**config.mk**
```make
export PLATFORM = sky130hd
export DESIGN_NAME = bg_tile_fetch
export DESIGN_NICKNAME = d
export VERILOG_FILES = /design/src/rtl/bgf_pkg.sv /design/src/rtl/bgf_step_seq.sv /design/src/rtl/bgf_addr_gen.sv /design/src/rtl/bgf_row_pack.sv /design/src/rtl/bg_tile_fetch.sv
export SDC_FILE = /design/constraint.sdc
export NUM_CORES = 1
export LEC_CHECK = 0
export BUFFER_PORTS_ARGS = -buffer_cell sky130_fd_sc_hd__buf_4
export CAP_MARGIN = 0
export CELL_PAD_IN_SITES_DETAIL_PLACEMENT = 0
export CELL_PAD_IN_SITES_GLOBAL_PLACEMENT = 2
export CORE_MARGIN = 3
export CORE_UTILIZATION = 30
export DETAILED_ROUTE_END_ITERATION = 7
export HOLD_SLACK_MARGIN = 0.1
export PLACE_DENSITY = 0.84
export SETUP_SLACK_MARGIN = 0.05
export SYNTH_ARGS = -nofsm -noshare
export SYNTH_HDL_FRONTEND = slang
export SYNTH_SLANG_ARGS = --single-unit
export TNS_END_PERCENT = 1
```
**constraint.sdc**
```tcl
create_clock -name clk -period 5.2 [get_ports clk]
set_clock_uncertainty 0.05 [all_clocks]
set_input_delay 0.52 -clock clk [delete_from_list [all_inputs] [get_ports clk]]
set_output_delay 0.52 -clock clk [all_outputs]
set_load 0.02 [all_outputs]
```
**src/rtl/bgf_pkg.sv**
```systemverilog
package bgf_pkg;
  localparam int STEP_W = 3;
  typedef logic [STEP_W-1:0] step_t;

  localparam step_t ST_MAP_RD  = 3'd0;
  localparam step_t ST_MAP_CAP = 3'd1;
  localparam step_t ST_LO_RD   = 3'd2;
  localparam step_t ST_LO_CAP  = 3'd3;
  localparam step_t ST_HI_RD   = 3'd4;
  localparam step_t ST_HI_CAP  = 3'd5;

  localparam int SLOT_W = 4;
  localparam int SLOT_LO_BIT  = 0;
  localparam int SLOT_HI_BIT  = 1;
  localparam int SLOT_TAG_BIT = 2;
endpackage

```
**src/rtl/bgf_step_seq.sv**
```systemverilog
module bgf_step_seq
  import bgf_pkg::*;
(
  input  logic  clk,
  input  logic  rst_n,
  input  logic  restart,
  input  logic  advance,
  output step_t step
);
  step_t step_q, step_d;

  always_comb begin
    step_d = step_q;
    if (restart)      step_d = ST_MAP_RD;
    else if (advance) step_d = step_q + step_t'(1);
  end

  always_ff @(posedge clk or negedge rst_n) begin
    if (!rst_n) step_q <= ST_MAP_RD;
    else        step_q <= step_d;
  end

  assign step = step_q;
endmodule

```
**src/rtl/bgf_addr_gen.sv**
```systemverilog
module bgf_addr_gen #(
  parameter int COORD_W  = 8,
  parameter int TILE_W   = 8,
  parameter int ADDR_W   = 13,
  parameter int TILE_PX  = 8,
  parameter int MAP_COLS = 32,
  parameter int BYTES_PER_TILE = 16,
  parameter int BYTES_PER_ROW  = 2,
  parameter logic [ADDR_W-1:0] MAP_SET_BASE = 13'h1800,
  parameter logic [ADDR_W-1:0] MAP_CLR_BASE = 13'h1C00,
  parameter logic [ADDR_W-1:0] SIGNED_BASE  = 13'h1000,
  localparam int ROW_BITS = $clog2(TILE_PX)
) (
  input  logic                win_mode,
  input  logic [COORD_W-1:0]  scroll_x,
  input  logic [COORD_W-1:0]  scroll_y,
  input  logic [COORD_W-1:0]  line_y,
  input  logic [COORD_W-1:0]  win_x,
  input  logic [COORD_W-1:0]  win_y,
  input  logic [COORD_W-1:0]  fetch_x,
  input  logic                bg_map_sel,
  input  logic                win_map_sel,
  output logic [ADDR_W-1:0]   map_addr,
  output logic [ROW_BITS-1:0] line_in_tile,
  input  logic [TILE_W-1:0]   tile,
  input  logic [ROW_BITS-1:0] row_sel,
  input  logic                data_area_sel,
  output logic [ADDR_W-1:0]   data_base
);
  localparam int TILE_SHIFT = $clog2(BYTES_PER_TILE);
  localparam int ROW_SHIFT  = $clog2(BYTES_PER_ROW);

  logic [COORD_W-1:0] map_col, map_row;
  logic               map_pick;
  logic [ADDR_W-1:0]  map_index;
  logic [ADDR_W-1:0]  tile_u, tile_s, row_off;

  always_comb begin
    if (win_mode) begin
      map_col  = fetch_x - win_x;
      map_row  = line_y - win_y;
      map_pick = win_map_sel;
    end else begin
      map_col  = fetch_x + scroll_x;
      map_row  = line_y + scroll_y;
      map_pick = bg_map_sel;
    end
    map_index = ADDR_W'(map_row[COORD_W-1:ROW_BITS]) * ADDR_W'(MAP_COLS)
              + ADDR_W'(map_col[COORD_W-1:ROW_BITS]);
    map_addr  = (map_pick ? MAP_SET_BASE : MAP_CLR_BASE) + map_index;
    line_in_tile = map_row[ROW_BITS-1:0];
  end

  always_comb begin
    tile_u  = ADDR_W'(tile);
    tile_s  = {{(ADDR_W-TILE_W){tile[TILE_W-1]}}, tile};
    row_off = ADDR_W'(row_sel) << ROW_SHIFT;
    if (data_area_sel) data_base = (tile_u << TILE_SHIFT) + row_off;
    else               data_base = SIGNED_BASE + (tile_s << TILE_SHIFT) + row_off;
  end
endmodule

```
**src/rtl/bgf_row_pack.sv**
```systemverilog
module bgf_row_pack
  import bgf_pkg::*;
#(
  parameter int PIX = 8,
  localparam int ROW_W = PIX * SLOT_W
) (
  input  logic [PIX-1:0]   plane_lo,
  input  logic [PIX-1:0]   plane_hi,
  input  logic             tag,
  output logic [ROW_W-1:0] row
);
  for (genvar i = 0; i < PIX; i++) begin : g_slot
    localparam int SLOT = PIX - 1 - i;
    localparam int SRC  = PIX - 1 - i;
    logic [SLOT_W-1:0] code;
    always_comb begin
      code = '0;
      code[SLOT_LO_BIT]  = plane_lo[SRC];
      code[SLOT_HI_BIT]  = plane_hi[SRC];
      code[SLOT_TAG_BIT] = tag;
    end
    assign row[SLOT*SLOT_W +: SLOT_W] = code;
  end
endmodule

```
**src/rtl/bg_tile_fetch.sv**
```systemverilog
module bg_tile_fetch
  import bgf_pkg::*;
#(
  parameter int COORD_W = 8,
  parameter int TILE_W  = 8,
  parameter int ADDR_W  = 13,
  parameter int TILE_PX = 8,
  localparam int ROW_BITS = $clog2(TILE_PX),
  localparam int ROW_W    = TILE_PX * SLOT_W
) (
  input  logic               clk,
  input  logic               rst_n,
  input  logic               restart,
  input  logic               advance,
  input  logic               win_mode,
  input  logic [COORD_W-1:0] scroll_x,
  input  logic [COORD_W-1:0] scroll_y,
  input  logic [COORD_W-1:0] line_y,
  input  logic [COORD_W-1:0] win_x,
  input  logic [COORD_W-1:0] win_y_latched,
  input  logic [COORD_W-1:0] fetch_x,
  input  logic               bg_map_sel,
  input  logic               win_map_sel,
  input  logic               data_area_sel,
  output logic               vram_rd,
  output logic [ADDR_W-1:0]  vram_addr,
  input  logic [TILE_W-1:0]  vram_rdata,
  output logic [ROW_W-1:0]   row_pixels,
  output logic               row_ready
);
  logic rst_meta, rst_core_n;

  always_ff @(posedge clk or negedge rst_n) begin
    if (!rst_n) begin
      rst_meta   <= 1'b0;
      rst_core_n <= 1'b0;
    end else begin
      rst_meta   <= 1'b1;
      rst_core_n <= rst_meta;
    end
  end

  step_t step_q;
  logic  step_en;

  assign step_en = advance & rst_core_n;

  bgf_step_seq u_seq (
    .clk     (clk),
    .rst_n   (rst_core_n),
    .restart (restart),
    .advance (step_en),
    .step    (step_q)
  );

  logic [ADDR_W-1:0]   map_addr, data_base;
  logic [ROW_BITS-1:0] line_in_tile;

  logic                win_q, win_d;
  logic [ROW_BITS-1:0] line_q, line_d;
  logic [ADDR_W-1:0]   base_q, base_d;
  logic [TILE_W-1:0]   lo_q, lo_d;
  logic [ROW_W-1:0]    pix_q, pix_d, packed_row;
  logic                rdy_q, rdy_d;

  bgf_addr_gen #(
    .COORD_W (COORD_W),
    .TILE_W  (TILE_W),
    .ADDR_W  (ADDR_W),
    .TILE_PX (TILE_PX)
  ) u_addr (
    .win_mode      (win_mode),
    .scroll_x      (scroll_x),
    .scroll_y      (scroll_y),
    .line_y        (line_y),
    .win_x         (win_x),
    .win_y         (win_y_latched),
    .fetch_x       (fetch_x),
    .bg_map_sel    (bg_map_sel),
    .win_map_sel   (win_map_sel),
    .map_addr      (map_addr),
    .line_in_tile  (line_in_tile),
    .tile          (vram_rdata),
    .row_sel       (line_q),
    .data_area_sel (data_area_sel),
    .data_base     (data_base)
  );

  bgf_row_pack #(.PIX(TILE_PX)) u_pack (
    .plane_lo (lo_q),
    .plane_hi (vram_rdata),
    .tag      (win_q),
    .row      (packed_row)
  );

  logic go;
  assign go = step_en & ~restart;

  always_comb begin
    win_d  = win_q;
    line_d = line_q;
    base_d = base_q;
    lo_d   = lo_q;
    pix_d  = pix_q;
    rdy_d  = 1'b0;
    if (go) begin
      case (step_q)
        ST_MAP_RD: begin
          win_d  = win_mode;
          line_d = line_in_tile;
        end
        ST_MAP_CAP: base_d = data_base;
        ST_LO_CAP:  lo_d   = vram_rdata;
        ST_HI_CAP: begin
          pix_d = packed_row;
          rdy_d = 1'b1;
        end
        default: ;
      endcase
    end
  end

  always_ff @(posedge clk or negedge rst_core_n) begin
    if (!rst_core_n) begin
      win_q  <= 1'b0;
      line_q <= '0;
      base_q <= '0;
      lo_q   <= '0;
      pix_q  <= '0;
      rdy_q  <= 1'b0;
    end else begin
      win_q  <= win_d;
      line_q <= line_d;
      base_q <= base_d;
      lo_q   <= lo_d;
      pix_q  <= pix_d;
      rdy_q  <= rdy_d;
    end
  end

  always_comb begin
    case (step_q)
      ST_MAP_RD: vram_addr = map_addr;
      ST_HI_RD:  vram_addr = base_q + ADDR_W'(1);
      default:   vram_addr = base_q;
    endcase
    vram_rd = go & ((step_q == ST_MAP_RD) | (step_q == ST_LO_RD) | (step_q == ST_HI_RD));
  end

  assign row_pixels = pix_q;
  assign row_ready  = rdy_q;
endmodule

```
==> flow_summary.toml <==
[outcome]
status = "completed"

[placement]
gp_congestion = 0.7607
pre_cts_slack_ns = 1.543
dp.cells = 498
dpl.hpwl_microns = 5502
io_buffers = 102

[worst_setup_path]
path_class = "in -> out"
arrival_ns = 3.08
end_kind = "output pin"
cp.required_ns = 4.63
cp_max_fo = 3
cp-start-kind = "primary input"

[finish]
diodes = 0
area_growth_pct = 30.26
num-nets-final = 462
fin_cells = 507
multi_input_comb_area_sq_mm = 0.001603
fillers = 977
area.sequential_sq_mm = 0.001177
drive_above_1_share = 0.4180

[power_and_ir_drop]
leakagePower_nw = 1.976
vdd_drop_max_mv = 0.1256
power.internal_w = 0.0006580
switchingPower_w = 0.0003008
swShare = 0.3137
power_w = 0.0009589
p_seq_frac = 0.446
clkPwrFrac = 0.227
p_comb_frac = 0.327
power_density_mw_per_mm2 = 247.9

[route]
drt_iter0_markers = 76
wl_per_cell_microns = 13.60
drc = 0
vias = 2278
wirelength_microns = 6894
avgViaCountPerCell = 4.493
dr.pass1.iters = 3
ant_nets = 0

[yosys]
synth_most_common_cell = "dfrtp_1"
ys_top_cells_by_count = "dfrtp_1 (47), mux2_2 (41), ha_1 (20), nand2_1 (20), a21oi_1 (18)"
synth_area_leaders = "dfrtp_1 (40%), mux2_2 (16%), ha_1 (8.4%)"
synth_top_area_frac = 0.3961
yosys.cell_types.count = 44
async_reset_ff_frac = 1.000
synthFlopType = "dfrtp_1"
yosysSeqAreaShare = 0.3961
synth_cells = 281
syn_area_sq_mm = 0.002969
synth_warnings = 0
synth_seq_cells = 47
synth_edf_count = 0
yosysTopAreaCell = "dfrtp_1"
avgSynthCellArea_sq_um = 10.57

[timing]
final_max_slew_viol_count = 0
rsz0062_at_grt = "no"
postLayoutSetupSlackWorst_ns = 1.554
finalSetupTns_ns = 0
fin_crit_sh = 0.7012
clock.fmax_mhz = 274.3
hold_slack_ns = 0.3118
layout_min_cycle_time_ns = 3.646
setup_viol = 0
worst_pin_slew_ns = 0.8921
hold_viol_final = 0
relSlewSlack = 0.4036

[floorplanning]
rows = 35
core_sq_mm = 0.009415
ios = 111
chipWidth_microns = 105.5
die-area_sq_mm = 0.01113
die_h_microns = 105.5
initial_core_util = 0.3153

[grt]
grt_max_degree = 47
antenna_found_initial = 0
grt_pass1_vias = 2234
grt_pass1_wl_microns = 11020
grt_overflow = 0
track_usage = 0.1216

[clock_tree]
cts_root_buf = "clkbuf_8"
clk_pin_slew_ns = 0.09
clock_latency_ns = 0.29
clock_sinks = 47
cts_tree = "built"
clk_path_buf_depth = 2
post_cts_resized = 0
htree_levels = 2
cts_made_buffers = 5

[job]
drv_cap = 0

[worst_hold_path]
hp-class = "reg -> reg"
## metal layers
layer,up-vias,global-route usage,wire (microns)
li1,1151,-,-
met1,1077,0.1530,3036
met2,50,0.2090,3475
met3,0,0.03797,382
met4,0,0.01687,0
met5,-,0,0
## per-stage QoR
| stage | instance area (sq um) | utilization |
|---|---|---|
| final | 3867 | 0.4108 |
| after global routing | 3867 | 0.4108 |
| after CTS | 3867 | 0.4108 |
| after detailed placement | 3767 | 0.4001 |
| after global placement | 3767 | 0.4001 |
| after floorplan | 2995 | - |
## area by class of cell
cell class	count	area share
clock buffers	6	0.01876
flip-flops and latches	47	0.3044
repair buffers	104	0.2025
multi-input cells	205	0.4144
inverters	14	0.01359
well taps	129	0.04173
clock inverters	2	0.004529
## final timing paths
kind,startpoint,slack [ns],endpoint,depth (start not counted)
max,scroll_x[1],1.55,vram_addr[4],13
min,rst_meta,0.31,rst_core_n,0
max reg2reg,rst_core_n,3.03,row_pixels[26],4
min reg2reg,rst_meta,0.31,rst_core_n,0
max in group asynchronous,rst_core_n,4.31,base_q[7],1
min in group asynchronous,rst_core_n,0.39,base_q[12],1
## worst max-delay path: stages
cell,delay [ns]
buf_4,0.12
or4_4,0.56
nor2_1,0.13
xor2_1,0.15
nor2_1,0.05
a21oi_1,0.13
ha_1,0.28
a21oi_1,0.13
o21ai_0,0.14
a21oi_1,0.19
xor3_1,0.24
mux2_2,0.27
buf_4,0.16
## registers in the layout, indices dropped and copies added (netlist names)
| name | count |
|---|---|
| line_q | 3 |
| rst_meta | 1 |
| base_q | 12 |
| rst_core_n | 1 |
| row_ready | 1 |
| row_pixels | 17 |
| win_q | 1 |
| lo_q | 8 |
| u_seq.step | 3 |
## layout by cell type, fill, tap and decap left out, types with 2 or more instances in the layout
cell type / n
o31a_1: 2
xnor2_1: 13
nor2_1: 17
clkbuf_8: 5
a21o_1: 4
nand2b_1: 2
ha_1: 20
buf_4: 103
nor4_1: 2
mux2i_1: 5
or4_4: 2
xor2_1: 8
o31ai_1: 2
o21ai_0: 14
conb_1: 9
clkinv_4: 2
nand3_1: 6
mux2_2: 41
a21boi_0: 2
inv_1: 14
dfrtp_1: 46
a21oi_1: 18
nand2_1: 20
## power by group through the flow
stage	combinational (W)	sequential [W]	clock, W
after floorplan	0.000202	0.000433	0
after global placement	0.000316	0.000434	0
after detailed placement	0.000319	0.000435	0
after CTS	0.000322	0.000428	0.000229
after global routing	0.000350	0.000434	0.000243
final	0.000313	0.000428	0.000218
## timing repair
action                                  CTS  global route
hold endpoints to repair                  2             0
buffers inserted                          0             0
endpoints found under the setup margin    0             0
hold buffers                              1             0
## cells by family after synthesis
logic type / count (synthesis) / synth area share
buf+inv: 36 / 0.07290
simple gates: 60 / 0.1033
mux: 46 / 0.1724
compound gates: 47 / 0.09187
xor+xnor: 22 / 0.06995
flops: 47 / 0.3961
fa+ha+maj: 21 / 0.09102
other cells: 2 / 0.002529
Note: power is estimated with default switching activity, not from simulation.
